`config.mk`:
```
export PLATFORM = sky130hd
export DESIGN_NAME = dual_plane_compositor
export DESIGN_NICKNAME = d
export VERILOG_FILES = /design/src/rtl/dual_plane_compositor.sv
export SDC_FILE = /design/constraint.sdc
export NUM_CORES = 2
export LEC_CHECK = 0
export ABC_AREA = 1
export BUFFER_PORTS_ARGS = -buffer_cell sky130_fd_sc_hd__buf_2
export CAP_MARGIN = 20
export CORE_ASPECT_RATIO = 0.75
export CORE_UTILIZATION = 65
export DETAILED_ROUTE_END_ITERATION = 6
export PLACE_DENSITY_LB_ADDON = 0.05
export SYNTH_ARGS = -nofsm -noshare
export SYNTH_HDL_FRONTEND = slang
export SYNTH_SLANG_ARGS = --single-unit
```
`constraint.sdc`:
```
create_clock -name clk -period 37.7 [get_ports clk]
set_input_delay 7.54 -clock clk [delete_from_list [all_inputs] [get_ports clk]]
set_output_delay 7.54 -clock clk [all_outputs]
set_load 0.01 [all_outputs]
```
`src/rtl/dual_plane_compositor.sv`:
```
module dual_plane_compositor (
  input  logic        clk,
  input  logic        rst_n,
  input  logic        cfg_we,
  input  logic        cfg_plane,
  input  logic [1:0]  cfg_blend,
  input  logic [1:0]  cfg_keymode,
  input  logic [7:0]  cfg_galpha,
  input  logic [23:0] cfg_key,
  input  logic [23:0] cfg_mask,
  input  logic        ord_we,
  input  logic        ord_top,
  input  logic        ord_bottom,
  input  logic        in_valid,
  output logic        in_ready,
  input  logic [31:0] gfx_px,
  input  logic [31:0] vid_px,
  output logic        out_valid,
  input  logic        out_ready,
  output logic [23:0] out_rgb
);
  localparam logic GFX = 1'b0;
  localparam logic VID = 1'b1;

  logic [1:0]  blend_m [2];
  logic [1:0]  key_m   [2];
  logic [7:0]  galpha  [2];
  logic [23:0] key_c   [2];
  logic [23:0] key_msk [2];
  logic        top_pl;

  logic        s1_v, s2_v;
  logic [31:0] s1_top;
  logic [23:0] s1_low;
  logic        s1_en, s2_en;

  function automatic logic [7:0] mix8(input logic [7:0] a, input logic [7:0] p,
                                      input logic [7:0] b);
    logic [16:0] acc;
    acc = 17'(a) * 17'(p) + 17'(8'd255 - a) * 17'(b) + 17'd127;
    return 8'(acc / 17'd255);
  endfunction

  function automatic logic [23:0] layer(input logic [31:0] px, input logic [23:0] below,
                                        input logic [1:0] bm, input logic [1:0] km,
                                        input logic [7:0] ga, input logic [23:0] key,
                                        input logic [23:0] msk);
    logic [23:0] cmp;
    logic        hit;
    logic [7:0]  a;
    cmp = (km == 2'd1) ? below : px[23:0];
    hit = (km == 2'd1 || km == 2'd2) && (((cmp ^ key) & msk) == 24'd0);
    a   = (bm == 2'd1) ? ga : px[31:24];
    if (hit)
      return below;
    else if (bm == 2'd1 || bm == 2'd2)
      return {mix8(a, px[23:16], below[23:16]),
              mix8(a, px[15:8],  below[15:8]),
              mix8(a, px[7:0],   below[7:0])};
    else
      return px[23:0];
  endfunction

  always_ff @(posedge clk or negedge rst_n) begin
    if (!rst_n) begin
      for (int i = 0; i < 2; i++) begin
        blend_m[i] <= 2'd0;
        key_m[i]   <= 2'd0;
        galpha[i]  <= 8'hFF;
        key_c[i]   <= 24'd0;
      end
      key_msk[GFX] <= 24'hFFFFFF;
      key_msk[VID] <= 24'h000000;
    end else if (cfg_we) begin
      blend_m[cfg_plane] <= cfg_blend;
      key_m[cfg_plane]   <= cfg_keymode;
      galpha[cfg_plane]  <= cfg_galpha;
      key_c[cfg_plane]   <= cfg_key;
      key_msk[cfg_plane] <= cfg_mask;
    end
  end

  always_ff @(posedge clk or negedge rst_n) begin
    if (!rst_n)
      top_pl <= VID;
    else if (ord_we && (ord_top != ord_bottom))
      top_pl <= ord_top;
  end

  wire         bot_pl  = ~top_pl;
  wire  [31:0] bot_px  = (bot_pl == VID) ? vid_px : gfx_px;
  wire  [31:0] top_px  = (top_pl == VID) ? vid_px : gfx_px;
  wire  [23:0] low_rgb = layer(bot_px, 24'd0, blend_m[bot_pl], key_m[bot_pl],
                               galpha[bot_pl], key_c[bot_pl], key_msk[bot_pl]);
  wire  [23:0] fin_rgb = layer(s1_top, s1_low, blend_m[top_pl], key_m[top_pl],
                               galpha[top_pl], key_c[top_pl], key_msk[top_pl]);

  assign s2_en    = !s2_v || out_ready;
  assign s1_en    = !s1_v || s2_en;
  assign in_ready = s1_en;

  always_ff @(posedge clk or negedge rst_n) begin
    if (!rst_n) begin
      s1_v   <= 1'b0;
      s1_top <= 32'd0;
      s1_low <= 24'd0;
    end else if (s1_en) begin
      s1_v <= in_valid;
      if (in_valid) begin
        s1_top <= top_px;
        s1_low <= low_rgb;
      end
    end
  end

  always_ff @(posedge clk or negedge rst_n) begin
    if (!rst_n) begin
      s2_v    <= 1'b0;
      out_rgb <= 24'd0;
    end else if (s2_en) begin
      s2_v <= s1_v;
      if (s1_v) out_rgb <= fin_rgb;
    end
  end

  assign out_valid = s2_v;


  ord_reject_chk: assert property (@(posedge clk) disable iff (!rst_n)
    (ord_we && ord_top == ord_bottom) |=> $stable(top_pl));


  out_hold_chk: assert property (@(posedge clk) disable iff (!rst_n)
    (out_valid && !out_ready) |=> (out_valid && $stable(out_rgb)));


  latency_chk: assert property (@(posedge clk) disable iff (!rst_n)
    (in_valid && in_ready && out_ready) ##1 out_ready |=> out_valid);


  no_phantom_chk: assert property (@(posedge clk) disable iff (!rst_n)
    $rose(out_valid) |-> $past(in_valid && in_ready, 2));
endmodule

```
======== Word level (Yosys, flattened, before mapping) ========
Index checks and enable logic that the tools add are counted.
word-level totals
  logic and storage cells ................. 129
  register bits ........................... 203
cells by class
  $mul .................................... 9
  add/subtract/negate cells ............... 10
  reduce and logical (&&, ||, !) cells .... 16
  eq/ne operators ......................... 9
  divide/modulo/power cells ............... 6
  bitwise gates (word level) .............. 8
  $lt $le $gt $ge ......................... 4
  muxes and demuxes ....................... 51
operators by type and width
  operator               number
  $mux 24                19
  $div 17x8->17 const B  6
  $bwmux 48              2
  $mul 8x8->16           6
  $mux 8                 9
  $mux 32                2
  $add 16x17->17         3
  $add 16x7->17 const B  3
  $add 17x7->17 const B  3
  $and 24x24->24         2
  $logic_not 24->1       2
  $xor 24x24->24         2
  $mul 17x8->17          2
  $mux 2                 13
  $demux 24 s1           1
  $mul 9x9->17           1
  $bwmux 16              1
  $sub 8x8->9 const A    1
  $bwmux 4               2
  $demux 8 s1            1
  $eq 2x1->1 const B     4
  $eq 2x2->1 const B     4
  $ge 2x2->1 const B     3
  $logic_or 1x1->1       6
  8 further kinds        15

======== Logic depth before layout (Yosys ltp) ========
  depth after elaboration ................. 13
  gate-level depth with buffers ........... 99
  mapped depth without buffers ............ 89

======== Worst setup path after synthesis ========
OpenSTA, ideal clock, no wires.
  path type ............................... input to register
  start point ............................. in gfx_px[26]
  end point ............................... reg s1_low[0]
  required time ........................... 37.584 ns
  setup slack ............................. 21.377 ns
  path buffers ............................ 1
  setup time .............................. 0.116 ns
  arrival ................................. 16.206 ns
  stages .................................. 69
  cell sequence ........................... nand2_1 > nand3_1 > nand2_1 > clkinv_1 > clkbuf_1 > nand2_1 > fa_1 > fa_1 > inv_1 > fa_1 > fa_1 > ha_1 > a21oi_2 > nor2_1 > nor2_2 > nand2_1 > nand2_1 > nand2_1 > [33 not listed] > nor2_4 > nand2_4 > nand2_4 > nand2_1 > nand2_1 > inv_1 > ha_1 > inv_1 > nor2_1 > nand3_1 > nor2_2 > nand3_1 > nand2_1 > nand3_1 > a21oi_2 > nand4_1 > nand2_1 > nand2_1
on the way
  cells in the longest elaborated chain, start to end .. 7
ends and longest elaborated chain
  element               RTL line  source
  start, declared       16        input logic [31:0] gfx_px,
  $mux 32               91        wire [31:0] bot_px = (bot_pl == VID) ? vid_px : gfx_px;
  $mux 8                53        a = (bm == 2'd1) ? ga : px[31:24];
  $mul 8x8->16          40        acc = 17'(a) * 17'(p) + 17'(8'd255 - a) * 17'(b) + 17'd127;
  $add 16x7->17         40
  $div 17x8->17         41        return 8'(acc / 17'd255);
  $mux 24               56        else if (bm == 2'd1 || bm == 2'd2)
  $mux 24               54        if (hit)
  end signal, assigned  111       s1_low <= low_rgb;
  end, declared         34        logic [23:0] s1_low;
No other way between the ends.
A chain may end at the register's enable or synchronous reset.

======== Worst setup path after layout ========
  start point ............................. in gfx_px[30]
  end point ............................... reg s1_low[8]
The elaborated chain is that of the path after synthesis.

==> reports/metrics.cfg <==
[floorplanning]
die_h_um=230
core-area_um2=68300
die_x_um=305
die_area_um2=70100
start_util=0.657
ioPinCount=159
std_cell_rows=83

[layout]
nets=7840
syn_to_final_growth_pct=5.89
fin_area_um2=47500
drive_gt1_frac=0.108

[logic_synthesis]
synth_nets=7763
synth_area_um2=44900
avgSynthCellArea_um2=6.52
ys_warn_count=0
ys_seq_area_frac=0.114
synth_ff_type=dfrtp_1
ys_types=78
ys_ff_latch=203
async_flop_share=1.00
synth_cells=6884
synth_edf_count=0

[routing]
wire_per_inst_um=17.3
finalWirelength_mm=137
dr_total_vias=44200
antenna_left=0
first_pass_iters=6
drc=0
viasPerCell=5.61
dr.first_iter.drc_count=4512

[timing]
tns_ns=0
finalWorstSetupSlack_ns=19.77
finalCriticalPeriod_ns=17.93
worstMarginPinSlew_ns=1.13
finalSetupViolCount=0
rsz0062_at_grt=no
timing.fmax_mhz=55.8
slew_headroom=0.241
fin_crit_sh=0.476
final_hold_viol_count=0
finClkSkew_ns=0.0216
slew_viol_final=0

[clocking]
tritoncts=built
clk_path_buf_depth=3
worstSkewPairLatency_ns=0.59
cts_resized=0
path_clk_slew_ns=0.07
ctsHoldBuffers=0
h-tree-depth=1
cts_buffers=26
root_buffer=clkbuf_16
post_cts_buffers=0
clock_sinks=203

[critical_path]
cp_common_cell=nand2_1
cp-end-kind=flip-flop
crit_cells=64
timing.critical_path.buf_inv=6
r2r_slack_ns=21.95
critical_path_class=input pin to flip-flop
rr_endpoint=out_rgb[0]
required_ns=38.23
slowest_delay_ns=0.71
reg2reg_from=top_pl
cpMaxStageDelayCell=inv_1
cp_max_fo=15
cp.arrival_ns=18.46
critical-path-top-delay-family=simple AND/OR/NAND/NOR gates
worst_setup_path_start_kind=input pin
rr_worst_depth=78

[place]
placed_cell_area_um2=46500
place.port_buffers=158
dp_hpwl_mm=110
place_ws_ns=19.18
gp_congestion=0.989

[job]
drv_cap=0

[global_routing]
grt-ovfl-total=0
grt_start_max_net_pins=98
grt_pass1_wl_mm=216
grt_pass1_vias=40600
antenna_found_initial=7
grt_usage=0.386

[min_path]
min-delay-start=out_rgb[20]
hold_path_class=flip-flop to flip-flop
min_path_cells=2
hold_end=out_rgb[20]

[status]
outcome=finished, final reports clean

cell usage after synthesis (8+ instances only):
library cell     n  share of area
nand2_4         51          0.013
o32ai_1         20         0.0039
o21ai_0        408          0.046
xor2_1          72          0.014
nand3_1        364          0.041
inv_2           36         0.0030
buf_1           17         0.0014
nand3_4          8         0.0031
ha_1           308          0.086
nand2_2        132          0.018
nand3_2         60          0.013
fa_1           438           0.20
nand4_1         72          0.010
clkinv_1        16         0.0013
a21oi_2         12         0.0023
nor2_4          21         0.0053
dfrtp_1        162          0.090
a21oi_1        114          0.013
o2111ai_1       13         0.0025
nand2_1       1984           0.17
nand4_2         11         0.0031
clkbuf_1       131          0.011
or2_2           15         0.0021
dfstp_2         41          0.024
inv_1         1303           0.11
nor2_2          74          0.010
nand3b_1        31         0.0052
o21bai_1        15         0.0025
o21ai_1         65         0.0072
o211ai_1        53         0.0089
nor2_1         662          0.055
a31oi_1         25         0.0035
nor3_1          18         0.0020
xnor2_1         32         0.0062
state kept, by name, summed over array words and instances (netlist names):
register and flops:
key_c 48, s1_top 32, galpha 16, key_m 4, key_msk 48, s1_low 24
s1_v 1, top_pl 1, out_valid 1, blend_m 4, out_rgb 24
worst reg2reg max path, delay by kind of cell (launching register included):
kind            cells  cell delay (ns)
buf+inv            11             2.98
fa+ha+maj           9             3.91
flops               1             1.20
compound gates      5             1.21
simple gates       53             6.33
worst max path at each step:
stage / startpoint / endpoint
floorplan: gfx_px[26] / s1_low[0]
global placement: vid_px[11] / s1_low[8]
detailed placement: vid_px[11] / s1_low[8]
CTS: vid_px[11] / s1_low[8]
global route: vid_px[26] / s1_low[8]
finish: gfx_px[30] / s1_low[8]
cell usage in the layout (no fill, tap or decap), drive strengths merged, types with 25 or more instances in the layout:
cell,n
fa,438
buf,212
clkbuf,33
xnor2,33
dfstp,41
dfrtp,162
o21ai,480
ha,308
nand4,85
a31oi,25
nand3b,32
a21oi,127
o211ai,53
nand2,2167
xor2,76
nor2,757
inv,1343
nand3,432
area by class of cell:
class / count / area [µm²]
diodes: 8 / 20.0
clock buffers: 33 / 698
clock inverters: 15 / 209
fillers: 6068 / 20800
inverters: 1357 / 5100
multi-input cells: 5161 / 34000
flip-flops and latches: 203 / 5130
well taps: 892 / 1120
repair buffers: 212 / 1250
per-stage QoR:
stage | util | instances | hold slack, ns
after floorplan | - | 6884 | 0.453
final | 0.695 | 7881 | 0.480
after detailed placement | 0.681 | 7821 | 0.465
after CTS | 0.694 | 7869 | 0.481
after global placement | 0.681 | 7821 | 0.459
after global routing | 0.695 | 7879 | 0.504
metal layers:
layer / track usage / part of all wire / routed length (µm)
met1: 0.549 / 0.43 / 58100
met2: 0.568 / 0.41 / 56600
met3: 0.107 / 0.12 / 16800
met4: 0.123 / 0.038 / 5140
met5: 0 / 0 / 0
kinds of logic (layout without fill, tap and decap cells):
logic type	count (synthesis)	count (layout)	synth area share
other cells	0	8	0
mux	4	4	0.000892
buf+inv	1520	1617	0.129
compound gates	776	776	0.0995
fa+ha+maj	746	746	0.281
flops	203	203	0.114
simple gates	3526	3526	0.352
xor+xnor	109	109	0.0226
Power is left out: the tool's default activity adds up to more than one toggle a clock period on the data nets, which glitch-free logic cannot reach.
